==> config.mk <==
export PLATFORM = sky130hd
export DESIGN_NAME = aud_clk_cascade
export DESIGN_NICKNAME = d
export VERILOG_FILES = /design/src/rtl/acg_pkg.sv /design/src/rtl/acg_regbank.sv /design/src/rtl/acg_edge_det.sv /design/src/rtl/acg_divider.sv /design/src/rtl/aud_clk_cascade.sv
export SDC_FILE = /design/constraint.sdc
export NUM_CORES = 1
export LEC_CHECK = 0
export BUFFER_PORTS_ARGS = -buffer_cell sky130_fd_sc_hd__buf_2
export CELL_PAD_IN_SITES_DETAIL_PLACEMENT = 0
export CELL_PAD_IN_SITES_GLOBAL_PLACEMENT = 1
export CORE_AREA = 2 2 80 82
export DETAILED_ROUTE_END_ITERATION = 8
export DIE_AREA = 0 0 82 84
export PLACE_DENSITY_LB_ADDON = 0.1
export SYNTH_ARGS = -nofsm -noshare
export SYNTH_HDL_FRONTEND = slang
export SYNTH_HIERARCHICAL = 1
export SYNTH_SLANG_ARGS = --single-unit
==> constraint.sdc <==
create_clock -name clk_i -period 5.31 [get_ports clk_i]
set_input_delay 0.2655 -clock clk_i [delete_from_list [all_inputs] [get_ports clk_i]]
set_output_delay 0.2655 -clock clk_i [all_outputs]
set_load 0.01 [all_outputs]
==> src/rtl/acg_pkg.sv <==
package acg_pkg;

   // Edge polarity counted by a divider stage
   typedef enum logic {
      ACG_EDGE_RISE = 1'b0,
      ACG_EDGE_FALL = 1'b1
   } acg_edge_e;

   // Number of cascaded divider stages (bit clock, word clock)
   localparam int unsigned ACG_NUM_STAGES = 2;

   function automatic logic acg_pick_edge(input acg_edge_e sel,
                                          input logic rise,
                                          input logic fall);
      return (sel == ACG_EDGE_FALL) ? fall : rise;
   endfunction

endpackage

==> src/rtl/acg_regbank.sv <==
module acg_regbank
   import acg_pkg::*;
#(
   parameter int unsigned ADDR_W     = 8,
   parameter int unsigned DATA_W     = 8,
   parameter int unsigned DIV_W      = 6,
   parameter int unsigned NUM_STAGES = ACG_NUM_STAGES,
   parameter logic [ADDR_W-1:0] DIV_BASE_ADDR = 'h38,
   parameter logic [ADDR_W-1:0] PHASE_ADDR    = 'h3A
) (
   input  logic                              clk_i,
   input  logic                              rst_ni,
   input  logic                              wr_en_i,
   input  logic [ADDR_W-1:0]                 wr_addr_i,
   input  logic [DATA_W-1:0]                 wr_data_i,
   output logic [NUM_STAGES-1:0][DIV_W-1:0]  div_o,
   output logic [NUM_STAGES-1:0]             phase_o
);

   localparam int unsigned LAST_DIV_ADDR = int'(DIV_BASE_ADDR) + NUM_STAGES - 1;

   initial begin
      assert (DIV_W >= 1 && DIV_W <= DATA_W)
         else $fatal(1, "acg_regbank: DIV_W must fit in DATA_W");
      assert (NUM_STAGES >= 1 && NUM_STAGES <= DATA_W)
         else $fatal(1, "acg_regbank: phase bits must fit in DATA_W");
      assert (int'(PHASE_ADDR) < int'(DIV_BASE_ADDR) || int'(PHASE_ADDR) > LAST_DIV_ADDR)
         else $fatal(1, "acg_regbank: phase address overlaps divisor addresses");
      assert (LAST_DIV_ADDR < (1 << ADDR_W))
         else $fatal(1, "acg_regbank: divisor addresses exceed address space");
   end

   logic [NUM_STAGES-1:0] div_hit;
   logic                  phase_hit;
   logic                  any_hit;
   logic                  unused_wr_data;

   assign unused_wr_data = ^wr_data_i;

   for (genvar s = 0; s < NUM_STAGES; s++) begin : g_div
      localparam logic [ADDR_W-1:0] STAGE_ADDR = ADDR_W'(int'(DIV_BASE_ADDR) + s);
      logic [DIV_W-1:0] div_q;

      assign div_hit[s] = wr_en_i && (wr_addr_i == STAGE_ADDR);

      always_ff @(posedge clk_i) begin
         if (!rst_ni) begin
            div_q <= '0;
         end else if (div_hit[s]) begin
            div_q <= wr_data_i[DIV_W-1:0];
         end
      end

      assign div_o[s] = div_q;
   end

   assign phase_hit = wr_en_i && (wr_addr_i == PHASE_ADDR);
   assign any_hit   = phase_hit || (|div_hit);

   logic [NUM_STAGES-1:0] phase_q;

   always_ff @(posedge clk_i) begin
      if (!rst_ni) begin
         phase_q <= '0;
      end else if (phase_hit) begin
         phase_q <= wr_data_i[NUM_STAGES-1:0];
      end
   end

   assign phase_o = phase_q;


   stray_write_ignored_chk: assert property (@(posedge clk_i) disable iff (!rst_ni)
      !any_hit |=> ($stable(div_o) && $stable(phase_o)));

endmodule

==> src/rtl/acg_edge_det.sv <==
module acg_edge_det #(
   parameter int unsigned SYNC_STAGES = 2
) (
   input  logic clk_i,
   input  logic rst_ni,
   input  logic sig_i,
   output logic rise_o,
   output logic fall_o
);

   initial begin
      assert (SYNC_STAGES <= 8)
         else $fatal(1, "acg_edge_det: SYNC_STAGES out of range");
   end

   logic level;

   if (SYNC_STAGES == 0) begin : g_direct
      assign level = sig_i;
   end else begin : g_sync
      logic [SYNC_STAGES-1:0] sync_q;

      always_ff @(posedge clk_i) begin
         if (!rst_ni) begin
            sync_q <= '0;
         end else begin
            sync_q[0] <= sig_i;
            for (int i = 1; i < int'(SYNC_STAGES); i++) begin
               sync_q[i] <= sync_q[i-1];
            end
         end
      end

      assign level = sync_q[SYNC_STAGES-1];
   end

   logic prev_q;

   always_ff @(posedge clk_i) begin
      if (!rst_ni) begin
         prev_q <= 1'b0;
      end else begin
         prev_q <= level;
      end
   end

   assign rise_o = level & ~prev_q;
   assign fall_o = ~level & prev_q;


   single_edge_chk: assert property (@(posedge clk_i) disable iff (!rst_ni)
      $onehot0({rise_o, fall_o}));

endmodule

==> src/rtl/acg_divider.sv <==
module acg_divider
   import acg_pkg::*;
#(
   parameter int unsigned DIV_W = 6
) (
   input  logic             clk_i,
   input  logic             rst_ni,
   input  logic             rise_i,
   input  logic             fall_i,
   input  logic             phase_i,
   input  logic [DIV_W-1:0] div_i,
   output logic             clk_o
);

   initial begin
      assert (DIV_W >= 1 && DIV_W <= 16)
         else $fatal(1, "acg_divider: DIV_W out of range");
   end

   logic             tick;
   logic [DIV_W-1:0] cnt_q;
   logic [DIV_W-1:0] act_q;
   logic             out_q;
   logic             idle;
   logic             half_done;

   assign tick      = acg_pick_edge(acg_edge_e'(phase_i), rise_i, fall_i);
   assign idle      = (act_q == '0);
   assign half_done = !idle && (cnt_q == act_q - 1'b1);

   always_ff @(posedge clk_i) begin
      if (!rst_ni) begin
         cnt_q <= '0;
         act_q <= '0;
         out_q <= 1'b0;
      end else if (tick) begin
         if (idle || half_done) begin
            act_q <= div_i;
            cnt_q <= '0;
            out_q <= (idle || div_i == '0) ? 1'b0 : ~out_q;
         end else begin
            cnt_q <= cnt_q + 1'b1;
         end
      end
   end

   assign clk_o = out_q;


   hold_between_ticks_chk: assert property (@(posedge clk_i) disable iff (!rst_ni)
      !tick |=> $stable(clk_o));


   count_in_range_chk: assert property (@(posedge clk_i) disable iff (!rst_ni)
      !idle |-> (cnt_q < act_q));


   reload_at_boundary_chk: assert property (@(posedge clk_i) disable iff (!rst_ni)
      (!tick || (!idle && !half_done)) |=> $stable(act_q));

endmodule

==> src/rtl/aud_clk_cascade.sv <==
module aud_clk_cascade
   import acg_pkg::*;
#(
   parameter int unsigned ADDR_W      = 8,
   parameter int unsigned DATA_W      = 8,
   parameter int unsigned DIV_W       = 6,
   parameter int unsigned SYNC_STAGES = 2,
   parameter logic [ADDR_W-1:0] DIV_BASE_ADDR = 'h38,
   parameter logic [ADDR_W-1:0] PHASE_ADDR    = 'h3A
) (
   input  logic              clk_i,
   input  logic              rst_ni,
   input  logic              mclk_i,
   input  logic              wr_en_i,
   input  logic [ADDR_W-1:0] wr_addr_i,
   input  logic [DATA_W-1:0] wr_data_i,
   output logic              bclk_o,
   output logic              lrclk_o
);

   localparam int unsigned NUM_STAGES = ACG_NUM_STAGES;

   initial begin
      assert (NUM_STAGES == 2)
         else $fatal(1, "aud_clk_cascade: exactly two stages expected");
   end

   logic [NUM_STAGES-1:0][DIV_W-1:0] div;
   logic [NUM_STAGES-1:0]            phase;
   logic [NUM_STAGES-1:0]            stage_in;
   logic [NUM_STAGES-1:0]            stage_out;

   acg_regbank #(
      .ADDR_W        (ADDR_W),
      .DATA_W        (DATA_W),
      .DIV_W         (DIV_W),
      .NUM_STAGES    (NUM_STAGES),
      .DIV_BASE_ADDR (DIV_BASE_ADDR),
      .PHASE_ADDR    (PHASE_ADDR)
   ) u_regs (
      .clk_i     (clk_i),
      .rst_ni    (rst_ni),
      .wr_en_i   (wr_en_i),
      .wr_addr_i (wr_addr_i),
      .wr_data_i (wr_data_i),
      .div_o     (div),
      .phase_o   (phase)
   );

   for (genvar s = 0; s < NUM_STAGES; s++) begin : g_stage
      // first stage sees an asynchronous clock, later stages a local register
      localparam int unsigned SYNC_N = (s == 0) ? SYNC_STAGES : 0;
      logic rise;
      logic fall;

      if (s == 0) begin : g_src_ext
         assign stage_in[s] = mclk_i;
      end else begin : g_src_prev
         assign stage_in[s] = stage_out[s-1];
      end

      acg_edge_det #(
         .SYNC_STAGES (SYNC_N)
      ) u_edge (
         .clk_i  (clk_i),
         .rst_ni (rst_ni),
         .sig_i  (stage_in[s]),
         .rise_o (rise),
         .fall_o (fall)
      );

      acg_divider #(
         .DIV_W (DIV_W)
      ) u_div (
         .clk_i   (clk_i),
         .rst_ni  (rst_ni),
         .rise_i  (rise),
         .fall_i  (fall),
         .phase_i (phase[s]),
         .div_i   (div[s]),
         .clk_o   (stage_out[s])
      );
   end

   assign bclk_o  = stage_out[0];
   assign lrclk_o = stage_out[1];


   word_follows_bit_chk: assert property (@(posedge clk_i) disable iff (!rst_ni)
      (lrclk_o != $past(lrclk_o)) |-> ($past(bclk_o) != $past(bclk_o, 2)));

endmodule

# [Word-level counts from Yosys, hierarchy flattened]
# Cells that the tools add are included.
[totals] ff_bits=44 elab_cells=53 n_memories=0 in_bits=20 output_inout_bits=2 mem_bits_ro=0 ram_bits=0 latch_bits=0
[op_classes] multipliers=0 order_cmp=0 n_shift=0 reduce_logical=17 muxes=6 n_addsub=4 div_mod_pow=0 eq_ne=5 n_bitwise=9
[ops] operator="$eq A8 B6 Y1 const B" n=3
[ops] operator="$logic_not A6 Y1" n=4
[ops] operator="$add A6 B1 Y6 const B" n=2
[ops] operator="$eq A6 B6 Y1" n=2
[ops] operator="$mux W6" n=2
[ops] operator="$sub A6 B1 Y6 const B" n=2
[ops] operator="$logic_and A1 B1 Y1" n=5
[ops] operator="$not A1 Y1" n=5
[ops] operator="$and A1 B1 Y1" n=4
[ops] operator="$logic_or A1 B1 Y1" n=4
[ops] operator="$mux W1" n=4
[ops] operator="$reduce_and A2 Y1" n=2
[ops] operator="$logic_not A1 Y1" n=2

# [Longest topological paths before layout]
[depth] ltp_word=5 depth_mapped=7 depth_no_buf=7

# [Cells and area by module]
# The synthesis kept the hierarchy.
[by_module_without_submodules] module="acg_divider" cells_each=90 instances=2 seq_area_each_um2=260.2 area_per_inst_um2=815.8
[by_module_without_submodules] module="acg_regbank" cells_each=57 instances=1 seq_area_each_um2=280.3 area_per_inst_um2=598.1
[by_module_without_submodules] module="acg_edge_det at g_stage[0].u_edge" cells_each=8 instances=1 seq_area_each_um2=60.1 area_per_inst_um2=91.3
[by_module_without_submodules] module="acg_edge_det at g_stage[1].u_edge" cells_each=4 instances=1 seq_area_each_um2=20.0 area_per_inst_um2=38.8

# [Least setup slack after synthesis]
# Ideal clock, no wire load.
[synth_timing] path_type="register to register" startpoint="reg g_stage[0].u_div.act_q[0]" endpoint="reg g_stage[0].u_div.act_q[0]" t_arrival_ps=1985 stages_incl_launch_ff=8 setup_slack_ps=3254 required_time_ps=5238 period_less_slack_ps=2056 setup_ps=72 path_buffers=0 cell_sequence="dfxtp_1 inv_1 ha_1 xnor2_1 a311oi_1 o211ai_2 a211oi_4 mux2i_1"
[synth_via] elab_chain_cells=5 word_cells_on_any_way=7 cone_classes="add/sub: 1; eq/ne: 1; reduce/logical: 5"
[synth_rtl] item="start: declaration" line="acg_divider.sv:22" text="logic [DIV_W-1:0] act_q;"
[synth_rtl] item="start signal: assignment" line="acg_divider.sv:38" text="act_q <= div_i;"
[synth_rtl] item="$sub A6 B1 Y6 / $logic_not A6 Y1 (equally long branches)" line="acg_divider.sv:29, acg_divider.sv:28"
[synth_rtl] item="$eq A6 B6 Y1 / $logic_not A1 Y1 (equally long branches)" line="acg_divider.sv:29" text="assign half_done = !idle && (cnt_q == act_q - 1'b1);"
[synth_rtl] item="$logic_and A1 B1 Y1" line="acg_divider.sv:29"
[synth_rtl] item="$logic_or A1 B1 Y1 (*)" line="acg_divider.sv:37" text="if (idle || half_done) begin"
[synth_rtl] item="$reduce_and A2 Y1 (no line) (*)"
# Every way passes the cells marked *; elsewhere a longest branch is shown, timed or not.
# A chain may end at the register's enable or synchronous reset.

# [Worst setup path in the final report]
[layout_timing] startpoint="reg g_stage[0].u_div.act_q[0]" endpoint="reg g_stage[0].u_div.act_q[5]"
# Same word-level chain as after synthesis.

==> results.json <==
{
  "slew_headroom": 0.5030,
  "cts_buffers": 5,
  "avgSynthCellArea_um2": 9.477,
  "drt_first_pass_iters": 4,
  "slew_violations": 0,
  "setup_violations": 0,
  "synthesis.area_um2": 2360,
  "insertion_delay_ns": 0.30,
  "area_delta_synth_final_pct": 10.02,
  "synth_warnings": 6,
  "grt_pass1_wl_um": 8086,
  "drt_iter0_drc": 58,
  "port_buffers": 19,
  "hold_ws_ns": 0.1702,
  "power_frac_seq": 0.590,
  "io_pins": 22,
  "ctsResizeCount": 0,
  "final_common_cell": "nand2_1",
  "start_kind": "flop",
  "fin_worst_skew_ns": 0.006493,
  "n_antenna_cell": 0,
  "cts_root_buf": "clkbuf_8",
  "tightest_slew_ns": 0.7248,
  "worstPathArrival_ns": 2.62,
  "grt_start_max_net_pins": 65,
  "path_clk_slew_ns": 0.09,
  "die_h_um": 84,
  "intPower_uw": 430.4,
  "die_x_um": 82,
  "power_frac_comb": 0.045,
  "path_class": "flop to flop",
  "period_share": 0.4498,
  "max_freq_mhz": 418.7,
  "ys_ff_latch": 44,
  "switching_share": 0.2330,
  "place_hpwl_um": 3248,
  "p_leak_nw": 0.9140,
  "synth_cells": 249,
  "switching_power_uw": 130.7,
  "final_hold_viol_count": 0,
  "drt-wirelength-per-cell_um": 13.45,
  "final_cell_count_no_fill": 344,
  "nets": 293,
  "antenna_found_initial": 0,
  "ys_types": 38,
  "track_usage": 0.1510,
  "grt_pass1_vias": 1684,
  "required_ns": 5.54,
  "ys_seq_area_frac": 0.3733,
  "dieArea_um2": 6888,
  "cts_tree": "built",
  "p_per_area_nw_per_um2": 216.1,
  "cts_sinks": 44,
  "h-tree-depth": 2,
  "setup.worst_path.end_class": "flop",
  "core-area_um2": 6096,
  "drive_above_1_share": 0.1498,
  "cts_hold_buffers": 0,
  "path_max_fanout": 10,
  "synth-edff-count": 0,
  "async_flop_share": 0,
  "clkPwrFrac": 0.364,
  "vdd_drop_max_v": 0.0001133,
  "clk_path_buf_depth": 2,
  "vias": 1741,
  "period_minus_slack_ns": 2.389,
  "syn-num-nets": 275,
  "dpl.cell_count": 337,
  "num_rows": 29,
  "drtAntennaViolNets": 0,
  "mostFrequentLayoutCells": "nand2_1, dfxtp_1, mux2i_1, buf_2, xnor2_1",
  "wl_um": 4628,
  "grt.overflow.total": 0,
  "setup_tns_ns": 0,
  "postCtsSetupRepairBufs": 0,
  "status": "finished clean",
  "detail_route.vias_per_cell": 5.061,
  "start_util": 0.3871,
  "drc_errors": 0,
  "max_cap_viol_count": 0,
  "ys.flop_type": "dfxtp_1",
  "hp-class": "input pin to flop",
  "rsz0062_at_grt": "false",
  "place.gp.congestion": 0.7441
}
[path summary, 6_finish.rpt]
check,from,endpoint,slack (ns),cells after the start
max,g_stage[0].u_div/act_q[0],g_stage[0].u_div/act_q[5],2.92,7
max reg2reg,g_stage[0].u_div/act_q[0],g_stage[0].u_div/act_q[5],2.92,7
min,mclk_i,g_stage[0].u_edge/g_sync.sync_q[0],0.17,2
min reg2reg,g_stage[0].u_edge/g_sync.sync_q[0],g_stage[0].u_edge/g_sync.sync_q[1],0.44,1
[Yosys cell counts, types with 6 or more instances]
library cell,number,area (µm²)
xnor2_1,16,140.1
ha_1,6,75.07
nor3b_1,6,45.04
dfxtp_1,44,880.8
clkbuf_1,6,22.52
nand2_1,54,202.7
and2_1,6,37.54
mux2i_1,28,280.3
nor2_1,8,30.03
a21boi_0,6,45.04
nor3_1,7,35.03
nor2b_1,6,37.54
[layout make-up]
type                       instances  area (µm²)
fill                             644        3500
multi-input combinational        192        1420
sequential                        44       880.8
timing repair buffer              20       102.6
tap                               77       96.34
clock buffer                       5       68.82
inverter                           4       15.01
clock inverter                     2       12.51
[flip-flops by register name (all words and copies together), names as in the netlist]
register,flops
u_regs/g_div.div_q,12
g_stage.u_div/clk_o,2
g_stage.u_edge/prev_q,2
g_stage.u_div/cnt_q,12
g_stage.u_edge/g_sync.sync_q,2
u_regs/phase_o,2
g_stage.u_div/act_q,12
[power by group through the flow]
stage | registers (mW) | clock network [mW] | logic, mW
3_3_place_gp | 0.339 | 0 | 0.0258
5_1_grt | 0.331 | 0.226 | 0.0282
6_report | 0.331 | 0.204 | 0.0255
3_5_place_dp | 0.339 | 0 | 0.0260
2_1_floorplan | 0.339 | 0 | 0.0145
4_1_cts | 0.331 | 0.213 | 0.0259
[per-layer routing]
layer	global-route usage	vias up	share of wire
met5	0	-	0
met3	0.03896	7	0.033
li1	-	908	-
met1	0.2084	800	0.53
met4	0.05455	0	0.016
met2	0.2247	26	0.42
[per-stage QoR]
stage                     worst slack [ns]  instance area [µm²]  utilization  power (mW)
after global routing                 2.692                 2596       0.4259      0.5856
after floorplan                      3.254                 2360            -      0.3532
after detailed placement             2.909                 2515       0.4126      0.3650
final                                2.921                 2596       0.4259      0.5611
after global placement               2.947                 2515       0.4126      0.3647
after CTS                            2.895                 2596       0.4259      0.5702
[logic make-up after synthesis]
| logic type | share of synthesized area |
|---|---|
| AND/OR/NAND/NOR | 0.2550 |
| flip-flops | 0.3733 |
| multiplexers | 0.1283 |
| AO/OA/AOI/OAI | 0.1007 |
| XOR/XNOR | 0.08589 |
| buffers and inverters | 0.02492 |
| adder cells (fa/ha/maj) | 0.03181 |
[worst max-delay path, stage by stage, from the launching register on]
cell and delay [ns]:
dfxtp_1 0.40, inv_1 0.08, ha_1 0.31, xnor2_1 0.13, a311oi_1 0.26, o211ai_2 0.24
a211oi_4 0.65, mux2i_1 0.25
Note: power is estimated with default switching activity, not from simulation.
